### src/rtl/nic_irq_pkg.sv
package nic_irq_pkg;
  localparam int unsigned CAUSE_W = 32;
  typedef logic [CAUSE_W-1:0] cause_t;

  // Bits that no source may post or clear
  localparam cause_t RSVD_BITS = 32'hFFFF_FF00;
  // Causes that bypass the deferral counter
  localparam cause_t IMM_BITS  = 32'h0000_00C0;
  // Mask after reset: rx data done, rx FIFO high, tx FIFO low
  localparam cause_t MASK_RST  = 32'h0000_0026;
endpackage

### src/rtl/nic_irq_status.sv
module nic_irq_status
  import nic_irq_pkg::*;
(
  input  logic   clk,
  input  logic   rst_n,
  input  logic   post_valid,
  input  cause_t post_bits,
  input  logic   clr_valid,
  input  cause_t clr_bits,
  input  logic   rd_status,
  input  logic   mask_we,
  input  cause_t mask_wdata,
  output cause_t status_q,
  output cause_t mask_q,
  output cause_t masked_nx,
  output logic   post_ok,
  output logic   mask_chg,
  output logic   err_q
);

  logic   post_bad, clr_bad, clr_ok;
  logic   status_en;
  cause_t status_d, mask_d;
  logic   err_d;

  always_comb begin
    post_bad  = post_valid & (|(post_bits & RSVD_BITS));
    clr_bad   = clr_valid  & (|(clr_bits  & RSVD_BITS));
    post_ok   = post_valid & ~post_bad;
    clr_ok    = clr_valid  & ~clr_bad;
    err_d     = post_bad | clr_bad;

    status_d  = status_q;
    if (rd_status) status_d = '0;
    if (clr_ok)    status_d = status_d & ~clr_bits;
    if (post_ok)   status_d = status_d | post_bits;
    status_en = rd_status | clr_ok | post_ok;

    mask_chg  = mask_we & (mask_wdata != mask_q);
    mask_d    = mask_chg ? mask_wdata : mask_q;

    masked_nx = status_d & mask_d;
  end

  always_ff @(posedge clk or negedge rst_n) begin
    if (!rst_n) begin
      status_q <= '0;
    end else if (status_en) begin
      status_q <= status_d;
    end
  end

  always_ff @(posedge clk or negedge rst_n) begin
    if (!rst_n) begin
      mask_q <= MASK_RST;
    end else if (mask_chg) begin
      mask_q <= mask_d;
    end
  end

  always_ff @(posedge clk or negedge rst_n) begin
    if (!rst_n) begin
      err_q <= 1'b0;
    end else begin
      err_q <= err_d;
    end
  end

endmodule

### src/rtl/nic_irq_sched.sv
module nic_irq_sched
  import nic_irq_pkg::*;
#(
  parameter int unsigned DLY_W = 16
)(
  input  logic             clk,
  input  logic             rst_n,
  input  logic             glob_en,
  input  logic [DLY_W-1:0] delay_cycles,
  input  cause_t           masked_nx,
  input  logic             post_ok,
  input  logic             mask_chg,
  output logic             irq_q
);

  localparam int unsigned CMP_W = DLY_W + 1;

  logic             en_q, en_d;
  logic             armed_q, armed_d;
  logic [DLY_W-1:0] cnt_q, cnt_d;
  logic             irq_d;
  logic             any_masked, imm_req, fire_due, later_than_new;
  logic             en_rise;

  always_comb begin
    any_masked     = |masked_nx;
    imm_req        = (|(masked_nx & IMM_BITS)) | (delay_cycles == '0);
    fire_due       = armed_q & (cnt_q == DLY_W'(1));
    en_rise        = glob_en & ~en_q;
    later_than_new = CMP_W'(cnt_q) > (CMP_W'(delay_cycles) + CMP_W'(1));

    en_d    = glob_en;
    irq_d   = irq_q;
    armed_d = armed_q;
    cnt_d   = armed_q ? (cnt_q - DLY_W'(1)) : cnt_q;

    if (fire_due) begin
      armed_d = 1'b0;
      irq_d   = 1'b1;
    end

    if (post_ok && any_masked && glob_en && !irq_q) begin
      if (imm_req) begin
        irq_d   = 1'b1;
        armed_d = 1'b0;
      end else if (!armed_q || later_than_new) begin
        armed_d = 1'b1;
        cnt_d   = delay_cycles;
      end
    end

    if ((mask_chg || en_rise) && any_masked && glob_en) begin
      irq_d   = 1'b1;
      armed_d = 1'b0;
    end

    if (!glob_en || !any_masked) begin
      irq_d   = 1'b0;
      armed_d = 1'b0;
    end
  end

  always_ff @(posedge clk or negedge rst_n) begin
    if (!rst_n) begin
      en_q    <= 1'b0;
      armed_q <= 1'b0;
      cnt_q   <= '0;
      irq_q   <= 1'b0;
    end else begin
      en_q    <= en_d;
      armed_q <= armed_d;
      cnt_q   <= cnt_d;
      irq_q   <= irq_d;
    end
  end

endmodule

### src/rtl/nic_irq_ctrl.sv
module nic_irq_ctrl
  import nic_irq_pkg::*;
#(
  parameter int unsigned DLY_W = 16
)(
  input  logic             clk,
  input  logic             rst_n,
  input  logic             glob_en,
  input  logic [DLY_W-1:0] delay_cycles,
  input  logic             post_valid,
  input  logic [31:0]      post_bits,
  input  logic             clr_valid,
  input  logic [31:0]      clr_bits,
  input  logic             rd_status,
  input  logic             mask_we,
  input  logic [31:0]      mask_wdata,
  output logic [31:0]      status_o,
  output logic [31:0]      mask_o,
  output logic             irq_o,
  output logic             err_o
);

  cause_t masked_nx;
  logic   post_ok;
  logic   mask_chg;

  nic_irq_status u_status (
    .clk        (clk),
    .rst_n      (rst_n),
    .post_valid (post_valid),
    .post_bits  (post_bits),
    .clr_valid  (clr_valid),
    .clr_bits   (clr_bits),
    .rd_status  (rd_status),
    .mask_we    (mask_we),
    .mask_wdata (mask_wdata),
    .status_q   (status_o),
    .mask_q     (mask_o),
    .masked_nx  (masked_nx),
    .post_ok    (post_ok),
    .mask_chg   (mask_chg),
    .err_q      (err_o)
  );

  nic_irq_sched #(.DLY_W(DLY_W)) u_sched (
    .clk          (clk),
    .rst_n        (rst_n),
    .glob_en      (glob_en),
    .delay_cycles (delay_cycles),
    .masked_nx    (masked_nx),
    .post_ok      (post_ok),
    .mask_chg     (mask_chg),
    .irq_q        (irq_o)
  );

endmodule

### config.mk
export PLATFORM = sky130hd
export DESIGN_NAME = nic_irq_ctrl
export DESIGN_NICKNAME = d
export VERILOG_FILES = /design/src/rtl/nic_irq_pkg.sv /design/src/rtl/nic_irq_status.sv /design/src/rtl/nic_irq_sched.sv /design/src/rtl/nic_irq_ctrl.sv
export SDC_FILE = /design/constraint.sdc
export NUM_CORES = 1
export LEC_CHECK = 0
export CAP_MARGIN = 20
export CORE_UTILIZATION = 41
export CTS_CLUSTER_DIAMETER = 60
export DETAILED_ROUTE_END_ITERATION = 10
export PLACE_DENSITY = 0.78
export SYNTH_ARGS = -nofsm -noshare
export SYNTH_HDL_FRONTEND = slang
export SYNTH_SLANG_ARGS = --single-unit
### constraint.sdc
create_clock -name clk -period 3.2 [get_ports clk]
set_input_delay 0.64 -clock clk [delete_from_list [all_inputs] [get_ports clk]]
set_output_delay 0.64 -clock clk [all_outputs]
set_load 0.01 [all_outputs]
==> impl_results.md <==
* DRC viols at 0
* Fillers at a little over 800
* Clock period minus worst slack at between 3 and 4 ns
* Outcome: complete, but fails checks
* Clock Pin Slew Worst Setup and Hold Paths at ~0.070 ns
* Pleak at about 0.0040 µW
* Crit path required time at roughly 3.4 ns
* FP Rows at 39
* CTS tree: yes
* Die Area at ~0.013 mm²
* Arrival time at the worst endpoint at roughly 3.6 ns
* RePlAce Congestion at around 0.88
* Post-layout net count at a little over 900
* Vias per cell at 5.57
* Synth Area per Inst at 10.8 µm²
* Worst VDD drop at 284 µV
* Max Cap Viol at 0
* Worst setup path class: in2reg
* Antenna violations before repair at 0
* Fin worst setup slack at -0.128 ns
* Area Overhead vs Synth at 71.3%
* Final hold vios at 0
* RSZ-0062 raised after global routing: yes
* Design Power at 2980 µW
* Met1 usage at roughly a third
* FF+latch area at 0.00211 mm²
* Number of synthesized flops with an enable pin at 0
* CP endpoint kind: flip-flop
* ANT cells at 0
* Worst-margin pin slew at around 0.55 ns
* Synth Register Bits at 84
* Initial Util at about 43%
* Core ar. at around 0.012 mm²
* HPWL after detailed placement at 13900 µm
* Crit-path max FO at 7
* Met3 Use GR at under 10%
* Final Skew at about 0.0094 ns
* Pwr dens at roughly 350 mW/mm²
* First-pass GRT wire length at between 20000 and 30000 µm
* Ys Warns at 0
* # clock sinks at 84
* Finish-stage setup viols at 16
* PortBufs at between 150 and 200
* Met2 Resource Use GR at 52.5%
* Clk buf depth at 2
* Mapped Area at 0.00500 mm²
* Drt pass-1 iters at 4
* H-tree depth at 3
* Share of layout cells above drive strength 1 at about 36%
* Largest net degree at the start of global routing at between 80 and 90
* Final wirelength at 18300 µm
* ANT nets after route at 0
* Peak Freq at ~0.30 GHz
* Post-Syn Instances at 462
* Clock Tree Root: clkbuf_16
* Unique masters post-synth at 55
* Post-Syn Nets at 601
* Sequential share of the synthesized area at a little over two fifths
* Via Count at 5145
* Die Span X at 112 µm
* Failing checks: negative setup slack
* Placed cell count at ~900
* HP Class: in2async
* Final worst path period share at 104%
* Tot GR Track Use at 29.2%
* Worst skew pair latency at about 0.35 ns
* Vias in the first global route at between 5000 and 6000
* Ys flop type: dfrtp_1
* Most Crowded Layer GR: met2
* Io pins at between 150 and 200
* CTS buffer count at 9
* Worst rel slew slack at approximately 63%
* Wire length per cell at 19.8 µm
* Global route overflow at 0
* CP Launch Type: primary input
* Slew Viols, Final at 0
* Non-filler cells in the finished layout at about 920
* Hold_buf cts at 0
* DRT iter0 DRCs at approximately 240
* Ys async rst share at 100%
* Multi-input gate area at approximately 0.0032 mm²
* Die Span Y at 112 µm
==> worst max-delay path: stages <==
cell and delay (ns):
buf_6 0.10, xor2_2 0.17, nor4_1 0.35, nand2_1 0.15, o41a_4 0.57, mux2_4 0.33, a2111o_1 0.41, o31ai_4 0.25
a21oi_4 0.09, buf_16 0.16, mux2_4 0.31
==> registers in the layout, summed over array words and instances (netlist names) <==
| register | cells |
|---|---|
| u_sched.irq_q | 1 |
| u_status.mask_q | 32 |
| u_status.status_q | 32 |
| u_status.err_q | 1 |
| u_sched.cnt_q | 16 |
| u_sched.armed_q | 1 |
| u_sched.en_q | 1 |
==> per-layer routing <==
metal  wire length [µm]  vias to the layer above
li1                   -                     2325
met1               7040                     2539
met2               9500                      220
met3               1050                       61
met4                692                        0
met5                  0                        -
==> layout make-up <==
class | instances | share of cell area, %
tap | 143 | 2.09
multi-input combinational | 355 | 36.8
clock inverter | 7 | 1.21
inverter | 13 | 0.569
sequential | 84 | 24.6
clock buffer | 9 | 2.63
timing repair buffer | 312 | 32.1
==> cell usage in the layout, fill, tap and decap left out, drive strengths merged, types with 14 or more instances in the layout <==
cell             n
xor2            48
nor4            23
nor2            14
buf            157
clkdlybuf4s50  120
nor2b           27
dfrtp           81
dlygate4sd2     25
nand2           32
mux2            47
inv             16
ha              20
==> cell families (layout without fill, tap and decap cells) <==
family	Yosys count	after routing	synth area share, %
XOR/XNOR	59	59	10.3
multiplexers	53	53	12.6
AND/OR/NAND/NOR	150	150	16.4
adder cells (fa/ha/maj)	20	20	5.00
buffers and inverters	23	341	2.02
AO/OA/AOI/OAI	73	73	11.6
flip-flops	84	84	42.1
==> cells in the mapped netlist, types with 7 or more instances <==
master / count / area (µm²)
nor2_1: 14 / 52.6
nand4_1: 7 / 43.8
clkbuf_1: 7 / 26.3
nand3_1: 13 / 65.1
a22oi_1: 12 / 90.1
mux2_2: 36 / 405
xnor2_1: 11 / 96.3
ha_1: 20 / 250
dfrtp_1: 81 / 2030
nand2_1: 32 / 120
nor3_1: 11 / 55.1
nor2b_1: 27 / 169
nor4_1: 23 / 144
inv_1: 12 / 45.0
xor2_1: 48 / 420
mux2_4: 11 / 165
o21ai_0: 11 / 55.1
==> stage by stage <==
| stage | utilization [%] | setup slack, ns | hold slack [ns] | cell area (µm²) | setup TNS [ns] |
|---|---|---|---|---|---|
| 6_report | 73.5 | -0.128 | 0.162 | 8570 | -1.69 |
| 5_1_grt | 73.5 | -0.211 | 0.170 | 8570 | -3.11 |
| 4_1_cts | 72.0 | -0.0348 | 0.525 | 8400 | -0.382 |
| 3_5_place_dp | 67.0 | -0.844 | 0.555 | 7820 | -14.60 |
| 3_3_place_gp | 67.0 | -0.780 | 0.539 | 7820 | -13.44 |
| 2_1_floorplan | - | -0.135 | 0.344 | 5020 | -1.35 |
==> final timing paths <==
check / startpoint / to / slack (ns) / cells past startpoint
setup / recovery: mask_wdata[6] / u_sched.cnt_q[6] / -0.13 / 11
hold / removal: rst_n / u_status.status_q[8] / 0.16 / 1
setup reg to reg: u_status.mask_q[6] / u_sched.cnt_q[6] / -0.12 / 10
hold reg to reg: u_status.status_q[18] / u_status.status_q[18] / 0.58 / 1
max in group asynchronous: rst_n / u_status.mask_q[1] / 2.39 / 2
min in group clk: mask_wdata[6] / u_status.mask_q[6] / 0.52 / 3
==> what timing repair did <==
item                                    4_1_cts  5_1_grt
endpoints found under the setup margin       18       18
cloned                                        1        0
pin swaps                                    55       31
buffers inserted                             12        7
gates resized for setup                     210       39
==> power breakdown <==
part / switching [µW] / internal [µW]
sequential: 36.8 / 1110
clock: 471 / 697
combinational: 287 / 384
total: 795 / 2190
Power figures use the tool's default switching activity.
